`config.mk`:
```
export PLATFORM = sky130hd
export DESIGN_NAME = aud_dma_fifo
export DESIGN_NICKNAME = d
export VERILOG_FILES = /design/src/rtl/aud_fifo_pkg.sv /design/src/rtl/aud_sfifo.sv /design/src/rtl/aud_flush_ctl.sv /design/src/rtl/aud_sticky.sv /design/src/rtl/aud_cfg_regs.sv /design/src/rtl/aud_dma_fifo.sv
export SDC_FILE = /design/constraint.sdc
export NUM_CORES = 1
export LEC_CHECK = 0
export ABC_AREA = 0
export BUFFER_PORTS_ARGS = -buffer_cell sky130_fd_sc_hd__buf_2
export CORE_MARGIN = 4
export CORE_UTILIZATION = 45
export CTS_CLUSTER_SIZE = 24
export DETAILED_ROUTE_END_ITERATION = 10
export REMOVE_ABC_BUFFERS = 1
export SYNTH_ARGS = -nofsm -noshare
export SYNTH_HDL_FRONTEND = slang
export SYNTH_HIERARCHICAL = 1
export SYNTH_SLANG_ARGS = --single-unit
```
`constraint.sdc`:
```
create_clock -name clk -period 4.5 [get_ports clk]
set_input_delay 0.9 -clock clk [delete_from_list [all_inputs] [get_ports clk]]
set_output_delay 0.9 -clock clk [all_outputs]
set_load 0.005 [all_outputs]
```
`src/rtl/aud_fifo_pkg.sv`:
```
package aud_fifo_pkg;

  typedef struct packed {
    logic       tx_en;
    logic       rx_en;
    logic       tx_dma_en;
    logic       rx_dma_en;
    logic       play_last;
    logic [3:0] irq_en;
  } aud_ctl_t;

  localparam int IRQ_OVR = 0;
  localparam int IRQ_UND = 1;
  localparam int IRQ_RXS = 2;
  localparam int IRQ_TXS = 3;

  // transmit side wants refilling while its level is at or under the threshold
  function automatic logic tx_wants_fill(input int unsigned level, input int unsigned thr);
    return level <= thr;
  endfunction

  // receive side wants draining while it holds data at or over the threshold
  function automatic logic rx_wants_drain(input int unsigned level, input int unsigned thr);
    return (level != 0) && (level >= thr);
  endfunction

endpackage

```
`src/rtl/aud_sfifo.sv`:
```
module aud_sfifo #(
  parameter  int W     = 16,
  parameter  int DEPTH = 32,
  localparam int PW    = $clog2(DEPTH),
  localparam int CW    = PW + 1
) (
  input  logic          clk,
  input  logic          rst_n,
  input  logic          clr,
  input  logic          push,
  input  logic          pop,
  input  logic [W-1:0]  din,
  output logic [W-1:0]  head,
  output logic [CW-1:0] level
);

  logic [W-1:0]  mem [DEPTH];
  logic [PW-1:0] wp;
  logic [PW-1:0] rp;

  always_ff @(posedge clk or negedge rst_n) begin
    if (!rst_n) begin
      wp    <= '0;
      rp    <= '0;
      level <= '0;
    end else if (clr) begin
      wp    <= '0;
      rp    <= '0;
      level <= '0;
    end else begin
      if (push) wp <= wp + 1'b1;
      if (pop)  rp <= rp + 1'b1;
      case ({push, pop})
        2'b10:   level <= level + 1'b1;
        2'b01:   level <= level - 1'b1;
        default: ;
      endcase
    end
  end

  always_ff @(posedge clk) begin
    if (push) mem[wp] <= din;
  end

  assign head = mem[rp];

endmodule

```
`src/rtl/aud_flush_ctl.sv`:
```
module aud_flush_ctl (
  input  logic clk,
  input  logic rst_n,
  input  logic cfg_reset,
  input  logic cmd,
  input  logic empty,
  output logic busy
);

  always_ff @(posedge clk or negedge rst_n) begin
    if (!rst_n)         busy <= 1'b0;
    else if (cfg_reset) busy <= 1'b0;
    else if (cmd)       busy <= 1'b1;
    else if (empty)     busy <= 1'b0;
  end

endmodule

```
`src/rtl/aud_sticky.sv`:
```
module aud_sticky (
  input  logic clk,
  input  logic rst_n,
  input  logic cfg_reset,
  input  logic set,
  input  logic clr,
  output logic flag
);

  always_ff @(posedge clk or negedge rst_n) begin
    if (!rst_n)         flag <= 1'b0;
    else if (cfg_reset) flag <= 1'b0;
    else if (set)       flag <= 1'b1;
    else if (clr)       flag <= 1'b0;
  end

endmodule

```
`src/rtl/aud_cfg_regs.sv`:
```
module aud_cfg_regs
  import aud_fifo_pkg::*;
#(
  parameter int THR_W      = 4,
  parameter int TX_THR_RST = 8,
  parameter int RX_THR_RST = 7
) (
  input  logic             clk,
  input  logic             rst_n,
  input  logic             cfg_reset,
  input  logic             thr_we,
  input  logic [THR_W-1:0] tx_thr_in,
  input  logic [THR_W-1:0] rx_thr_in,
  input  logic             ctl_we,
  input  aud_ctl_t         ctl_in,
  output logic [THR_W-1:0] tx_thr,
  output logic [THR_W-1:0] rx_thr,
  output aud_ctl_t         ctl
);

  localparam logic [THR_W-1:0] TX_RST = THR_W'(TX_THR_RST);
  localparam logic [THR_W-1:0] RX_RST = THR_W'(RX_THR_RST);

  always_ff @(posedge clk or negedge rst_n) begin
    if (!rst_n) begin
      tx_thr <= TX_RST;
      rx_thr <= RX_RST;
      ctl    <= '0;
    end else if (cfg_reset) begin
      tx_thr <= TX_RST;
      rx_thr <= RX_RST;
      ctl    <= '0;
    end else begin
      if (thr_we) begin
        tx_thr <= tx_thr_in;
        rx_thr <= rx_thr_in;
      end
      if (ctl_we) ctl <= ctl_in;
    end
  end

endmodule

```
`src/rtl/aud_dma_fifo.sv`:
```
module aud_dma_fifo
  import aud_fifo_pkg::*;
#(
  parameter int DATA_W       = 16,
  parameter int DEPTH        = 32,
  parameter int THR_W        = 4,
  parameter int TX_THR_RST   = 8,
  parameter int RX_THR_RST   = 7,
  parameter int SHARED_FLUSH = 0
) (
  input  logic              clk,
  input  logic              rst_n,
  input  logic              cfg_reset,
  input  logic              cfg_thr_we,
  input  logic [THR_W-1:0]  cfg_tx_thr,
  input  logic [THR_W-1:0]  cfg_rx_thr,
  input  logic              cfg_ctl_we,
  input  logic              cfg_tx_en,
  input  logic              cfg_rx_en,
  input  logic              cfg_tx_dma_en,
  input  logic              cfg_rx_dma_en,
  input  logic              cfg_play_last,
  input  logic [3:0]        cfg_irq_en,
  input  logic              tx_flush_cmd,
  input  logic              rx_flush_cmd,
  input  logic              clr_underrun,
  input  logic              clr_overrun,
  input  logic              bus_wr_valid,
  input  logic [DATA_W-1:0] bus_wr_data,
  input  logic              bus_rd_req,
  output logic [DATA_W-1:0] bus_rd_data,
  input  logic              ser_tx_slot,
  output logic [DATA_W-1:0] ser_tx_sample,
  input  logic              ser_rx_slot,
  input  logic [DATA_W-1:0] ser_rx_sample,
  output logic              tx_dma_req,
  output logic              rx_dma_req,
  output logic              tx_flushing,
  output logic              rx_flushing,
  output logic              underrun_flag,
  output logic              overrun_flag,
  output logic              irq
);

  localparam int CW = $clog2(DEPTH) + 1;
  localparam logic [CW-1:0] FULL_LVL = CW'(DEPTH);

  // configuration state
  aud_ctl_t         ctl_in;
  aud_ctl_t         ctl;
  logic [THR_W-1:0] tx_thr;
  logic [THR_W-1:0] rx_thr;

  assign ctl_in = '{tx_en:     cfg_tx_en,
                    rx_en:     cfg_rx_en,
                    tx_dma_en: cfg_tx_dma_en,
                    rx_dma_en: cfg_rx_dma_en,
                    play_last: cfg_play_last,
                    irq_en:    cfg_irq_en};

  aud_cfg_regs #(
    .THR_W      (THR_W),
    .TX_THR_RST (TX_THR_RST),
    .RX_THR_RST (RX_THR_RST)
  ) cfg_i (
    .clk       (clk),
    .rst_n     (rst_n),
    .cfg_reset (cfg_reset),
    .thr_we    (cfg_thr_we),
    .tx_thr_in (cfg_tx_thr),
    .rx_thr_in (cfg_rx_thr),
    .ctl_we    (cfg_ctl_we),
    .ctl_in    (ctl_in),
    .tx_thr    (tx_thr),
    .rx_thr    (rx_thr),
    .ctl       (ctl)
  );

  // named internal events (also used by the bound checker)
  logic [CW-1:0]     tx_lvl;
  logic [CW-1:0]     rx_lvl;
  logic [DATA_W-1:0] tx_head;
  logic [DATA_W-1:0] rx_head;
  logic              tx_seen_empty;
  logic              rx_seen_empty;
  logic              tx_push;
  logic              tx_pop;
  logic              rx_push;
  logic              rx_pop;
  logic              tx_underrun_ev;
  logic              rx_overrun_ev;
  logic              rx_flush_go;
  logic              tx_svc;
  logic              rx_svc;

  assign tx_seen_empty  = tx_flushing || (tx_lvl == '0);
  assign rx_seen_empty  = rx_flushing || (rx_lvl == '0);

  assign tx_push        = bus_wr_valid && !tx_flushing && (tx_lvl != FULL_LVL);
  assign tx_pop         = ser_tx_slot && ctl.tx_en && !tx_seen_empty;
  assign tx_underrun_ev = ser_tx_slot && ctl.tx_en && tx_seen_empty;

  assign rx_push        = ser_rx_slot && ctl.rx_en && !rx_flushing && (rx_lvl != FULL_LVL);
  assign rx_overrun_ev  = ser_rx_slot && ctl.rx_en && !rx_flushing && (rx_lvl == FULL_LVL);
  assign rx_pop         = bus_rd_req && !rx_seen_empty;

  // flush routing: the variant parameter picks split or shared commands
  generate
    if (SHARED_FLUSH != 0) begin : g_shared_flush
      assign rx_flush_go = tx_flush_cmd;
    end else begin : g_split_flush
      assign rx_flush_go = rx_flush_cmd;
    end
  endgenerate

  aud_flush_ctl tx_flush_i (
    .clk       (clk),
    .rst_n     (rst_n),
    .cfg_reset (cfg_reset),
    .cmd       (tx_flush_cmd),
    .empty     (tx_lvl == '0),
    .busy      (tx_flushing)
  );

  aud_flush_ctl rx_flush_i (
    .clk       (clk),
    .rst_n     (rst_n),
    .cfg_reset (cfg_reset),
    .cmd       (rx_flush_go),
    .empty     (rx_lvl == '0),
    .busy      (rx_flushing)
  );

  // storage
  aud_sfifo #(.W(DATA_W), .DEPTH(DEPTH)) tx_fifo_i (
    .clk   (clk),
    .rst_n (rst_n),
    .clr   (cfg_reset || tx_flushing),
    .push  (tx_push),
    .pop   (tx_pop),
    .din   (bus_wr_data),
    .head  (tx_head),
    .level (tx_lvl)
  );

  aud_sfifo #(.W(DATA_W), .DEPTH(DEPTH)) rx_fifo_i (
    .clk   (clk),
    .rst_n (rst_n),
    .clr   (cfg_reset || rx_flushing),
    .push  (rx_push),
    .pop   (rx_pop),
    .din   (ser_rx_sample),
    .head  (rx_head),
    .level (rx_lvl)
  );

  // sticky status
  aud_sticky und_i (
    .clk       (clk),
    .rst_n     (rst_n),
    .cfg_reset (cfg_reset),
    .set       (tx_underrun_ev),
    .clr       (clr_underrun),
    .flag      (underrun_flag)
  );

  aud_sticky ovr_i (
    .clk       (clk),
    .rst_n     (rst_n),
    .cfg_reset (cfg_reset),
    .set       (rx_overrun_ev),
    .clr       (clr_overrun),
    .flag      (overrun_flag)
  );

  // sample output registers
  logic [DATA_W-1:0] last_sample;

  always_ff @(posedge clk or negedge rst_n) begin
    if (!rst_n) begin
      ser_tx_sample <= '0;
      last_sample   <= '0;
      bus_rd_data   <= '0;
    end else if (cfg_reset) begin
      ser_tx_sample <= '0;
      last_sample   <= '0;
      bus_rd_data   <= '0;
    end else begin
      if (ser_tx_slot) begin
        if (!ctl.tx_en)     ser_tx_sample <= '0;
        else if (tx_pop)    ser_tx_sample <= tx_head;
        else                ser_tx_sample <= ctl.play_last ? last_sample : '0;
      end
      if (tx_pop)     last_sample <= tx_head;
      if (bus_rd_req) bus_rd_data <= rx_pop ? rx_head : '0;
    end
  end

  // requests and interrupt
  assign tx_svc     = ctl.tx_en && !tx_flushing && tx_wants_fill(int'(tx_lvl), int'(tx_thr));
  assign rx_svc     = ctl.rx_en && !rx_flushing && rx_wants_drain(int'(rx_lvl), int'(rx_thr));
  assign tx_dma_req = tx_svc && ctl.tx_dma_en;
  assign rx_dma_req = rx_svc && ctl.rx_dma_en;

  assign irq = (overrun_flag  && ctl.irq_en[IRQ_OVR]) ||
               (underrun_flag && ctl.irq_en[IRQ_UND]) ||
               (rx_svc        && ctl.irq_en[IRQ_RXS]) ||
               (tx_svc        && ctl.irq_en[IRQ_TXS]);

endmodule

```
Word level (Yosys, flattened, before mapping). Memories as Yosys holds them, arrays and structs flattened. Cells that the tools add are included.

RAM bits: 1024. Memories kept: 2. Output and inout bits: 39. Bits in registers: 101.

Memory list: rx_fifo_i.mem (depth 32, bits a word 16, read ports 1, clocked after Yosys merged registers in 0, wr ports 1, RTL line aud_sfifo.sv:17) `logic [W-1:0] mem [DEPTH];`; tx_fifo_i.mem (depth 32, bits a word 16, read ports 1, clocked after Yosys merged registers in 0, wr ports 1, RTL line aud_sfifo.sv:17).

Add/subtract/negate cells: 8. $lt $le $gt $ge: 2. Mux-type cells: 44. Equality and inequality tests: 7. Reductions and logical operators: 50.

Operator list (number): $mux 16 (10); $mux 5 (8); $pmux 6 s2 (2); $logic_and 1x1->1 (21); $add 5x1->5 const B (4); $mux 9 (2); $reduce_bool 2->1 (9); $reduce_bool 3->1 (6); $mux 1 (16); $mux 4 (4); $add 6x1->6 const B (2); $logic_not 6->1 (2); $mux 6 (2); $ne 6x6->1 const B (2); $sub 6x1->6 const B (2); $logic_or 1x1->1 (7); $eq 6x6->1 const B (1); $ge 6x4->1 (1); $le 6x4->1 (1); $reduce_bool 6->1 (1); $eq 2x1->1 const B (2); $eq 2x2->1 const B (2); $logic_not 1->1 (4).

Longest topological paths before layout. Gate-level depths: netlist (run 1).

Word-level depth: 8. Depth in mapped cells: 14. Gate-level depth less buffers: 12.

Cells and area by module. The synthesis (run 1) kept the hierarchy.

Modules (own cells, without submodules): aud_sfifo (tx_fifo_i) (area an instance 20767.4 um^2, seq. area each 15775.1 um^2, instances 1, cells an instance 1097); aud_sfifo (rx_fifo_i) (area an instance 20754.9 um^2, seq. area each 15775.1 um^2, instances 1, cells an instance 1097); aud_dma_fifo (area an instance 2322.2 um^2, seq. area each 1201.2 um^2, instances 1, cells an instance 201); aud_cfg_regs (area an instance 705.7 um^2, seq. area each 430.4 um^2, instances 1, cells an instance 55); aud_flush_ctl (area an instance 43.8 um^2, seq. area each 25.0 um^2, instances 2, cells an instance 4); aud_sticky (area an instance 43.8 um^2, seq. area each 25.0 um^2, instances 2, cells an instance 4).

Worst setup path before layout (run 1). No wires, ideal clock.

Path type: input-to-reg. From: input port bus_wr_valid. To: memory tx_fifo_i.mem[3][0], enable pin. Stages: 5. Arrival time: 3020 ps. Setup time: 409 ps. Required time: 4091 ps. Path slack: 1071 ps. Buffers on the path: 1. Cell sequence: nor3b_1 clkbuf_1 nand2_1 or2_2 nor3_1.

Longest elaborated chain between the ends: 4.

Ends and longest elaborated chain: start: declaration (RTL line aud_dma_fifo.sv:28) `input logic bus_wr_valid,`; $logic_and 1x1->1 (2 in series) (RTL line aud_dma_fifo.sv:99) `assign tx_push = bus_wr_valid && !tx_flushing && (tx_lvl != FULL_LVL);`; $mux 1 (RTL line aud_sfifo.sv:42) `if (push) mem[wp] <= din;`; $mux 1 (not written as such) (RTL line aud_sfifo.sv:42); end: declaration (RTL line aud_sfifo.sv:17).

No other way between the ends.

Worst setup path after layout (run 1).
From: register rx_fifo_i.level[1]. To: output port irq.

Longest elaborated chain between the ends: 6.

Ends and longest elaborated chain: start: declaration (RTL line aud_sfifo.sv:14) `output logic [CW-1:0] level`; start signal: assignment (RTL line aud_sfifo.sv:34) `2'b10: level <= level + 1'b1;`; start signal: assignment (RTL line aud_sfifo.sv:35) `2'b01: level <= level - 1'b1;`; $ge 6x4->1 or $reduce_bool 6->1 (tied branches) (RTL line aud_fifo_pkg.sv:24) `return (level != 0) && (level >= thr);`; $logic_and 1x1->1 * (RTL line aud_fifo_pkg.sv:24); $logic_and 1x1->1 * (RTL line aud_dma_fifo.sv:201) `assign rx_svc = ctl.rx_en && !rx_flushing && rx_wants_drain(int'(rx_lvl), int'(rx_thr));`; $logic_and 1x1->1 * (RTL line aud_dma_fifo.sv:207) `(rx_svc && ctl.irq_en[IRQ_RXS]) ||`; $logic_or 1x1->1 * (RTL line aud_dma_fifo.sv:206) `(underrun_flag && ctl.irq_en[IRQ_UND]) ||`; $logic_or 1x1->1 * (RTL line aud_dma_fifo.sv:207); end: declaration (RTL line aud_dma_fifo.sv:42) `output logic irq`.

Mark *: on every way between the ends. The rest lies on a longest branch, timed or not.

==> results of run 1 <==
==> cells by family after synthesis <==
logic type / count (synthesis)
XOR/XNOR: 22
flip-flops: 1125
adder cells (fa/ha/maj): 24
AO/OA/AOI/OAI: 265
multiplexers: 418
buffers and inverters: 165
AND/OR/NAND/NOR: 447
==> final cells by class <==
type                       instances  area share [%]
clock buffer                     140            5.98
sequential                      1125            65.8
antenna                            5          0.0247
tap                             1287            3.18
multi-input combinational       1176            21.0
inverter                          21           0.156
clock inverter                    68            1.34
timing repair buffer             193            2.52
==> worst max-delay path: cells and delay by family, from the launching register on <==
| kind | cells | cell delay [ns] |
|---|---|---|
| buf+inv | 1 | 0.13 |
| simple gates | 2 | 0.95 |
| flops | 1 | 0.45 |
| compound gates | 2 | 0.49 |
==> through the flow <==
step	total power, mW	cell area [um^2]
finish	21.7	50600
detailed placement	12.6	46900
global route	22.4	50600
CTS	21.9	50600
global placement	12.5	46900
floorplan	12.1	43900
==> power groups by stage <==
stage                     sequential, mW  combinational (mW)  clock (mW)
after floorplan                     11.8               0.387           0
after CTS                           11.5               0.812        9.52
after global placement              11.7               0.786           0
after detailed placement            11.7               0.810           0
after global routing                11.5               0.874        9.99
final                               11.5               0.805        9.35
==> registers in the layout (all words and copies together), names as in the netlist, 6 cells and up <==
name             flops
tx_fifo_i/mem      512
cfg_i/ctl            9
rx_fifo_i/mem      512
last_sample         16
tx_fifo_i/level      6
bus_rd_data         16
ser_tx_sample       16
rx_fifo_i/level      6
==> worst min path at each step <==
| stage | startpoint | to | slack, ns | cells after the start |
|---|---|---|---|---|
| after global routing | rst_n | rx_fifo_i/level[2]$_DFFE_PN0P_ | 0.37 | 1 |
| after CTS | rst_n | tx_fifo_i/level[3]$_DFFE_PN0P_ | 0.33 | 1 |
| final | rst_n | rx_fifo_i/level[3]$_DFFE_PN0P_ | 0.32 | 1 |
| after detailed placement | last_sample[3]$_DFFE_PN0P_ | ser_tx_sample[3]$_DFFE_PN0P_ | 0.49 | 1 |
| after global placement | last_sample[1]$_DFFE_PN0P_ | ser_tx_sample[1]$_DFFE_PN0P_ | 0.49 | 1 |
| after floorplan | cfg_i/ctl[5]$_DFFE_PN0P_ | cfg_i/ctl[5]$_DFFE_PN0P_ | 0.48 | 2 |
==> metal layers <==
layer  global-route usage (%)  up-vias
met4                     5.03        0
met2                     31.9      795
met5                        0        -
li1                         -    10200
met3                     4.07      147
met1                     30.5    12200
==> layout by cell type, fill, tap and decap left out, drive strengths merged, types with 5 or more instances in the layout <==
cell and count:
edfxtp 1024, buf 193, clkbuf 140, nor2 129, clkinv 47, dfrtp 97
a221o 17, nand3 70, nor2b 77, ha 24, xor2 14, diode 5
nand2b 14, a22o 17, and3 20, mux4 128, nand3b 9, bufinv 13
nand2 35, xnor2 8, a21oi 75, nor3 31, a211o 5, nand4 38
inv 25, a22oi 130, mux2i 290
==> impl_metrics.csv, run 1 <==
group,metric,value,unit
outcome,status,"completed",
sta,slew_headroom,15.3,%
clock_tree,cts_buffers,112,
sta,report.final.slew_viol_count,0,
clock_tree,clock_sinks,1125,
sta,tns,0,ns
run,cap_violations,0,
drt,wl_met1,47.0,mm
die,ios,101,
power,power.density,428,nW/um^2
final_layout,multi_input_area,10600,um^2
power,power.net_switching,4.45,mW
placed_design,dp_slack,1.27,ns
drt,wl_per_cell,26.7,um
synth,synth_common_cells,"edfxtp_1 (1,024), mux2i_1 (290), a22oi_1 (130)",
synth,synth_edf_count,1024,
synth,syn_inst,2466,
drt,drt_wl_total,107,mm
grt,track_usage,20.6,%
final_layout,nFillCells,7759,
synth,synth.yosys.warnings,6,
drt,ant_nets,0,
clock_tree,cts_buffer_depth,3,
synth,ys_types,59,
final_layout,finalNetCount,2715,
drt,vias,23300,
sta,fin_skew,0.0323,ns
synth,synth_compound_area_share,4.27,%
final_layout,fin_util,51.4,%
sta,fmax,277,MHz
power,p_int,17.2,mW
worst_setup_path,r2r-end,"ser_tx_sample[11]$_DFFE_PN0P_",
power,p_clk_share,43.1,%
sta,setup_slack,0.890,ns
synth,synth-seq-cells,1125,
sta,setup_violations,0,
worst_setup_path,critPathLaunch,"rx_fifo_i/level[1]$_DFFE_PN0P_",
sta,min_period,3.61,ns
clock_tree,post_cts_resized,0,
clock_tree,cts_tree,"built",
worst_setup_path,crit_end,"irq",
placed_design,dp.cells,3802,
clock_tree,clockRootBuffer,"clkbuf_16",
synth,ys_async_sr_fraction,8.98,%
die,die_y,323,um
worst_setup_path,path_class,"reg2out",
synth,synthXorXnorAreaFrac,0.431,%
final_layout,synthToLayoutAreaGrowth,13.2,%
die,die-area,104000,um^2
final_layout,stdcell_count,4015,
worst_setup_path,start_kind,"register",
worst_setup_path,critPathMaxStageDelay,0.58,ns
synth,synth_fa_ha_area_share,0.671,%
worst_setup_path,worstPathCellList,"or4_4, or3_4, o311a_2, a221o_1, buf_2",
power,peakVddDrop,0.464,mV
final_layout,layout-drive-gt1-share,20.3,%
die,rows,115,
synth,synth_simple_gate_area_share,5.18,%
power,p_leak,16.3,nW
power,p_comb_share,3.7,%
drt,drc_errors,0,
clock_tree,post-cts-setup-buffer-count,0,
synth,synth_top_family_by_area,"multiplexers",
synth,synth_top_area_share,68.8,%
drt,met2WireLength,50.2,mm
grt,grt_pass1_wl,159,mm
clock_tree,cts.clk_slew.worst_paths,0.06,ns
drt,dr.first_iter.drc_count,2236,
die,coreArea,98600,um^2
worst_setup_path,r2r_slack,1.31,ns
grt,grt_overflow,0,
die,initial_utilization,45.4,%
final_layout,register_area,33300,um^2
sta,rsz0062_at_grt,"no",
grt,grt_antenna_before_repair,1,
synth,synth-seq-area-share,74.4,%
drt,via_per_inst,5.81,
synth,ys.flop_type,"edfxtp_1",
power,pwr-share-seq,53.2,%
worst_setup_path,cp_max_fo,7,
synth,yosysTopAreaCell,"edfxtp_1",
clock_tree,clk_latency,0.70,ns
placed_design,dp_hpwl,64.5,mm
sta,tightest_slew,1.27,ns
worst_setup_path,cp_slowest_cell,"or4_4",
drt,top_layer_used,"met4",
drt,firstDrtPassIters,5,
grt,grt_pass1_vias,23600,
sta,holdWs,0.321,ns
power,p_sw_share,20.5,%
worst_setup_path,cp.required,3.60,ns
worst_setup_path,critPathCaptureType,"output port",
worst_setup_path,critPathArrivalTime,2.71,ns
placed_design,finalWeightedCongestion,0.834,
sta,min_period_over_period,80.2,%
synth,synth_area_per_cell,18.1,um^2
synth,post_synth_instance_area,44700,um^2
die,die_width,323,um
min_path,hold_class,"in2async",
drt,wl_met3,7.97,mm
worst_setup_path,reg2reg_depth,7,
placed_design,io_buffers,100,
synth,yosys-top-cells-area,"edfxtp_1 (69%), mux2i_1 (6.5%), mux4_2 (6.4%)",
worst_setup_path,r2r_start,"tx_fifo_i/rp[0]$_DFFE_PN0P_",
synth,synth_most_common_cell,"edfxtp_1",
synth,synth.area.mux_share,12.9,%
clock_tree,cts_max_level,3,
sta,finalHoldViolCount,0,
clock_tree,cts_hold_buffers,0,
grt,grt_max_degree,79,
No activity file was read; power rests on OpenSTA's default activity.
==> run 2, diff against run 1 <==
==> constraint.sdc (replaced) <==
create_clock -name clk -period 3.5 [get_ports clk]
set_input_delay 0.7 -clock clk [delete_from_list [all_inputs] [get_ports clk]]
set_output_delay 0.7 -clock clk [all_outputs]
set_load 0.005 [all_outputs]
==> run 2 against run 1 <==
Net effect: total power increased by 27%; count of clock-buffer cells in the layout is 15 higher; critical path depth unchanged; non-clock buffer count increased by 25; via count up 1.4%; register-to-register slack lost 0.93 ns; cell count increased by 0.70%; sequential cell count unchanged; first-iteration DRC count is 2.4% higher; global-route usage rose by 0.11 points; setup slack got worse by 0.79 ns; die area unchanged; largest cell class unchanged; largest power group unchanged.
==> impl_metrics.csv, run 2 (same netlist as run 1, synthesis figures left out) <==
group,metric,value,unit
grt,grt_pass1_vias,23600,
worst_setup_path,path_class,"reg2out",
final_layout,nFillCells,7783,
power,total_power,27.6,mW
outcome,status,"completed",
grt,grt_antenna_before_repair,0,
sta,rsz0062_at_grt,"no",
final_layout,mostFrequentLayoutCell,"edfxtp_1",
clock_tree,cts_buffers,113,
die,ios,101,
worst_setup_path,reg2reg_depth,10,
worst_setup_path,critPathCaptureType,"output port",
final_layout,layout_common_cells,"edfxtp_1 (1,024), mux2i_1 (290), a22oi_1 (130)",
worst_setup_path,cp.required,2.80,ns
placed_design,io_buffers,100,
worst_setup_path,r2r_start,"rx_fifo_i/level[1]$_DFFE_PN0P_",
worst_setup_path,cp_slowest_cell,"or4_4",
worst_setup_path,cp_max_fo,7,
sta,min_period_over_period,97.3,%
worst_setup_path,worstPathCellList,"or4_4, or3_4, o311a_2, a221o_1, buf_2",
power,p_leak,16.4,nW
grt,track_usage,20.7,%
final_layout,register_area,33300,um^2
sta,tightest_slew,1.28,ns
drt,ant_nets,0,
final_layout,multi_input_area,10600,um^2
drt,drc_errors,0,
final_layout,layout-drive-gt1-share,21.0,%
drt,via_per_inst,5.85,
sta,setup_violations,0,
sta,report.final.slew_viol_count,0,
worst_setup_path,critPathBufInv,1,
drt,vias,23600,
die,die_width,323,um
final_layout,stdcell_count,4043,
clock_tree,cts.clk_slew.worst_paths,0.06,ns
clock_tree,cts_max_level,3,
clock_tree,clock_sinks,1125,
clock_tree,clk_latency,0.70,ns
worst_setup_path,cp.depth,5,
placed_design,dp.cells,3826,
min_path,hold_class,"in2reg",
drt,firstDrtPassIters,5,
placed_design,dp_hpwl,65.7,mm
grt,grt_max_degree,64,
worst_setup_path,critPathLaunch,"rx_fifo_i/level[1]$_DFFE_PN0P_",
sta,fmax,294,MHz
die,initial_utilization,45.4,%
final_layout,reg_top3,"rx_fifo_i/mem (512), tx_fifo_i/mem (512)",
sta,fin_skew,0.0310,ns
power,power.density,542,nW/um^2
worst_setup_path,r2r-end,"rx_fifo_i/level[5]$_DFFE_PN0P_",
worst_setup_path,r2r_slack,0.38,ns
power,peakVddDrop,0.443,mV
worst_setup_path,start_kind,"register",
placed_design,finalWeightedCongestion,0.808,
sta,min_period,3.40,ns
drt,wl_per_cell,26.7,um
worst_setup_path,critPathArrivalTime,2.70,ns
worst_setup_path,crit_family,"simple AND/OR/NAND/NOR gates",
drt,dr.first_iter.drc_count,2290,
worst_setup_path,crit_end,"irq",
drt,drt_wl_total,108,mm
sta,slew_headroom,14.6,%
clock_tree,cts_tree,"built",
die,die-area,104000,um^2
die,rows,115,
die,die_y,323,um
die,coreArea,98600,um^2
sta,finalHoldViolCount,0,
clock_tree,post_cts_resized,0,
final_layout,synthToLayoutAreaGrowth,13.6,%
run,cap_violations,0,
final_layout,finalNetCount,2741,
worst_setup_path,critPathMaxStageDelay,0.58,ns
clock_tree,cts_buffer_depth,3,
grt,grt_overflow,0,
clock_tree,clockRootBuffer,"clkbuf_16",
grt,grt_pass1_wl,159,mm
-- run 2: cell count changes in the layout (fill, tap and decap cells not counted), sizes merged --
cell	previous run	this run
clkbuf	140	155
clkinv	47	48
bufinv	13	6
inv	25	24
buf	193	217
clkinvlp	4	2
diode	5	2
dlygate4sd3	0	1
-- run 2: repair_timing --
| item | CTS | global route |
|---|---|---|
| endpoints found under the hold margin | 14 | 0 |
| hold buffers | 1 | 0 |
| setup buffers | 0 | 0 |
-- run 2: worst min path at each step --
stage	startpoint	to	slack (ns)	cells after the start
after floorplan	rst_n	bus_rd_data[0]$_DFFE_PN0P_	0.40	0
after CTS	tx_flush_cmd	tx_flush_i/busy$_DFFE_PN0P_	0.19	3
after detailed placement	last_sample[13]$_DFFE_PN0P_	ser_tx_sample[13]$_DFFE_PN0P_	0.49	1
final	cfg_rx_thr[1]	cfg_i/rx_thr[1]$_DFFE_PN1P_	0.23	2
after global placement	last_sample[4]$_DFFE_PN0P_	ser_tx_sample[4]$_DFFE_PN0P_	0.48	1
after global routing	cfg_rx_thr[0]	cfg_i/rx_thr[0]$_DFFE_PN1P_	0.20	2
-- run 2: where the power goes --
group / total (mW) / internal [mW] / switching (mW)
logic: 1.06 / 0.364 / 0.696
registers: 14.8 / 14.7 / 0.0737
clock network: 11.7 / 6.69 / 4.99
-- run 2: layout make-up --
class                      count  area share [%]
inverter                      21           0.155
clock buffer                 155            6.13
sequential                  1125            65.5
clock inverter                59            1.03
multi-input combinational   1176            20.9
timing repair buffer         218            3.06
tap                         1287            3.17
antenna                        2         0.00985
-- run 2: per-stage QoR --
stage	setup WS (ns)	util [%]	hold WS, ns	cell area (um^2)	setup TNS, ns
2_1_floorplan	-3.37	-	0.404	43900	-188.67
3_5_place_dp	0.411	47.9	0.491	47200	0
4_1_cts	0.0672	51.6	0.189	50800	0
5_1_grt	0.0211	51.6	0.197	50800	0
3_3_place_gp	0.442	47.9	0.484	47200	0
6_report	0.0956	51.6	0.227	50800	0
-- run 2: layer usage --
| metal | wire length (um) | global-route usage, % | part of all wire, % |
|---|---|---|---|
| met5 | 0 | 0 | 0 |
| met4 | 1760 | 4.66 | 1.6 |
| met3 | 8020 | 3.83 | 7.4 |
| met2 | 49800 | 31.6 | 46 |
| met1 | 48200 | 31.4 | 45 |
==> run 3, diff against run 2 <==
--- a/config.mk
+++ b/config.mk
@@ -9,7 +9,7 @@
 export BUFFER_PORTS_ARGS = -buffer_cell sky130_fd_sc_hd__buf_2
 export CORE_MARGIN = 4
 export CORE_UTILIZATION = 45
-export CTS_CLUSTER_SIZE = 24
+export CTS_CLUSTER_SIZE = 12
 export DETAILED_ROUTE_END_ITERATION = 10
 export REMOVE_ABC_BUFFERS = 1
 export SYNTH_ARGS = -nofsm -noshare
==> constraint.sdc (replaced) <==
create_clock -name clk -period 4.07 [get_ports clk]
set_input_delay 0.814 -clock clk [delete_from_list [all_inputs] [get_ports clk]]
set_output_delay 0.814 -clock clk [all_outputs]
set_load 0.005 [all_outputs]
==> run 3 against run 2 <==
Net effect: clock power down 18%; global-route usage down 0.33 points; clock skew up 0.00067 ns; combinational power down 15%; first-iteration DRC count up 12%; wire length down 1.3%; die area unchanged; via count down 0.21%; non-clock buffer count down 9; sequential power down 14%; highest routed layer is now met5.
==> impl_metrics.csv, run 3 (same netlist as run 1, synthesis figures left out) <==
group,metric,value,unit
outcome,status,"completed",
final_layout,mostFrequentLayoutCell,"edfxtp_1",
grt,grt_antenna_before_repair,3,
clock_tree,clockRootBuffer,"clkbuf_16",
worst_setup_path,critPathLaunch,"rx_fifo_i/level[1]$_DFFE_PN0P_",
placed_design,finalWeightedCongestion,0.818,
clock_tree,cts_buffer_depth,3,
drt,drc_errors,0,
placed_design,dp.cells,3818,
sta,fmax,281,MHz
sta,tightest_slew,1.14,ns
run,cap_violations,0,
grt,grt_max_degree,68,
drt,firstDrtPassIters,6,
grt,grt_pass1_vias,23500,
sta,rsz0062_at_grt,"no",
power,p_leak,16.2,nW
final_layout,layout_common_cells,"edfxtp_1 (1,024), mux2i_1 (290), a22oi_1 (130)",
die,coreArea,98600,um^2
worst_setup_path,reg2reg_depth,11,
drt,dr.first_iter.drc_count,2558,
placed_design,dp_hpwl,63.8,mm
clock_tree,cts.clk_slew.worst_paths,0.06,ns
worst_setup_path,path_class,"reg2out",
drt,wl_per_cell,26.4,um
final_layout,reg_top3,"rx_fifo_i/mem (512), tx_fifo_i/mem (512)",
clock_tree,post_cts_resized,0,
die,rows,115,
power,peakVddDrop,0.430,mV
die,ios,101,
final_layout,stdcell_count,4029,
placed_design,dp_slack,0.930,ns
worst_setup_path,r2r_slack,0.84,ns
clock_tree,cts_max_level,3,
grt,grt_pass1_wl,157,mm
power,power.density,461,nW/um^2
sta,min_period_over_period,87.3,%
placed_design,io_buffers,100,
sta,tns,0,ns
clock_tree,cts_hold_buffers,0,
die,die_width,323,um
sta,min_period,3.55,ns
worst_setup_path,critPathArrivalTime,2.74,ns
grt,grt_overflow,0,
clock_tree,post-cts-setup-buffer-count,0,
worst_setup_path,r2r_start,"rx_fifo_i/level[1]$_DFFE_PN0P_",
worst_setup_path,r2r-end,"rx_fifo_i/level[4]$_DFFE_PN0P_",
sta,holdWs,0.182,ns
sta,finalHoldViolCount,0,
sta,setup_violations,0,
die,die-area,104000,um^2
sta,setup_slack,0.516,ns
sta,fin_skew,0.0316,ns
die,die_y,323,um
sta,report.final.slew_viol_count,0,
worst_setup_path,start_kind,"register",
clock_tree,cts_tree,"built",
sta,slew_headroom,23.7,%
clock_tree,clk_latency,0.71,ns
worst_setup_path,critPathCaptureType,"output port",
final_layout,layout-drive-gt1-share,19.7,%
drt,vias,23600,
grt,track_usage,20.4,%
drt,via_per_inst,5.86,
min_path,hold_class,"in2async",
clock_tree,clock_sinks,1125,
clock_tree,cts_buffers,114,
worst_setup_path,cp.required,3.26,ns
die,initial_utilization,45.4,%
drt,drt_wl_total,106,mm
final_layout,finalNetCount,2733,
drt,ant_nets,0,
worst_setup_path,cp_max_fo,7,
final_layout,synthToLayoutAreaGrowth,12.9,%
==> run 3: layout make-up <==
class                      instances  area, um^2
tap                             1287        1610
sequential                      1125       33300
clock inverter                    40         327
multi-input combinational       1176       10600
inverter                          21        78.8
clock buffer                     167        3100
timing repair buffer             209        1450
antenna                            4        10.0
fill                            7820       48100
==> run 3: worst max-delay path, cell delays in order (launching register included) <==
cell and delay (ns):
dfrtp_1 0.47, or4_4 0.59, or3_4 0.37, o311a_2 0.18, a221o_1 0.31, buf_2 0.13
==> run 3: worst max-delay path by stage <==
stage	to	slack [ns]	depth (start not counted)
2_1_floorplan	last_sample[10]$_DFFE_PN0P_	-2.80	6
3_3_place_gp	rx_fifo_i/level[5]$_DFFE_PN0P_	1.02	10
3_5_place_dp	rx_fifo_i/level[5]$_DFFE_PN0P_	0.93	10
4_1_cts	irq	0.47	5
5_1_grt	irq	0.46	5
6_report	irq	0.52	5
==> run 3: per-stage QoR <==
step | instance area, um^2 | power, mW | utilization [%]
floorplan | 43900 | 13.4 | -
global placement | 47100 | 13.9 | 47.8
detailed placement | 47100 | 13.9 | 47.8
CTS | 50500 | 23.5 | 51.2
global route | 50500 | 24.1 | 51.2
finish | 50500 | 23.3 | 51.2
==> run 3: per-layer routing <==
layer	routed length (um)	track usage, %	vias to the layer above
li1	-	-	10200
met5	13	0	-
met3	7950	3.54	157
met2	48500	30.8	872
met4	2700	6.22	2
met1	47200	30.6	12400
==> run 3: report_power, final <==
group	switching (mW)	internal [mW]
Combinational	0.594	0.307
Sequential	0.0676	12.7
Clock	4.22	5.40
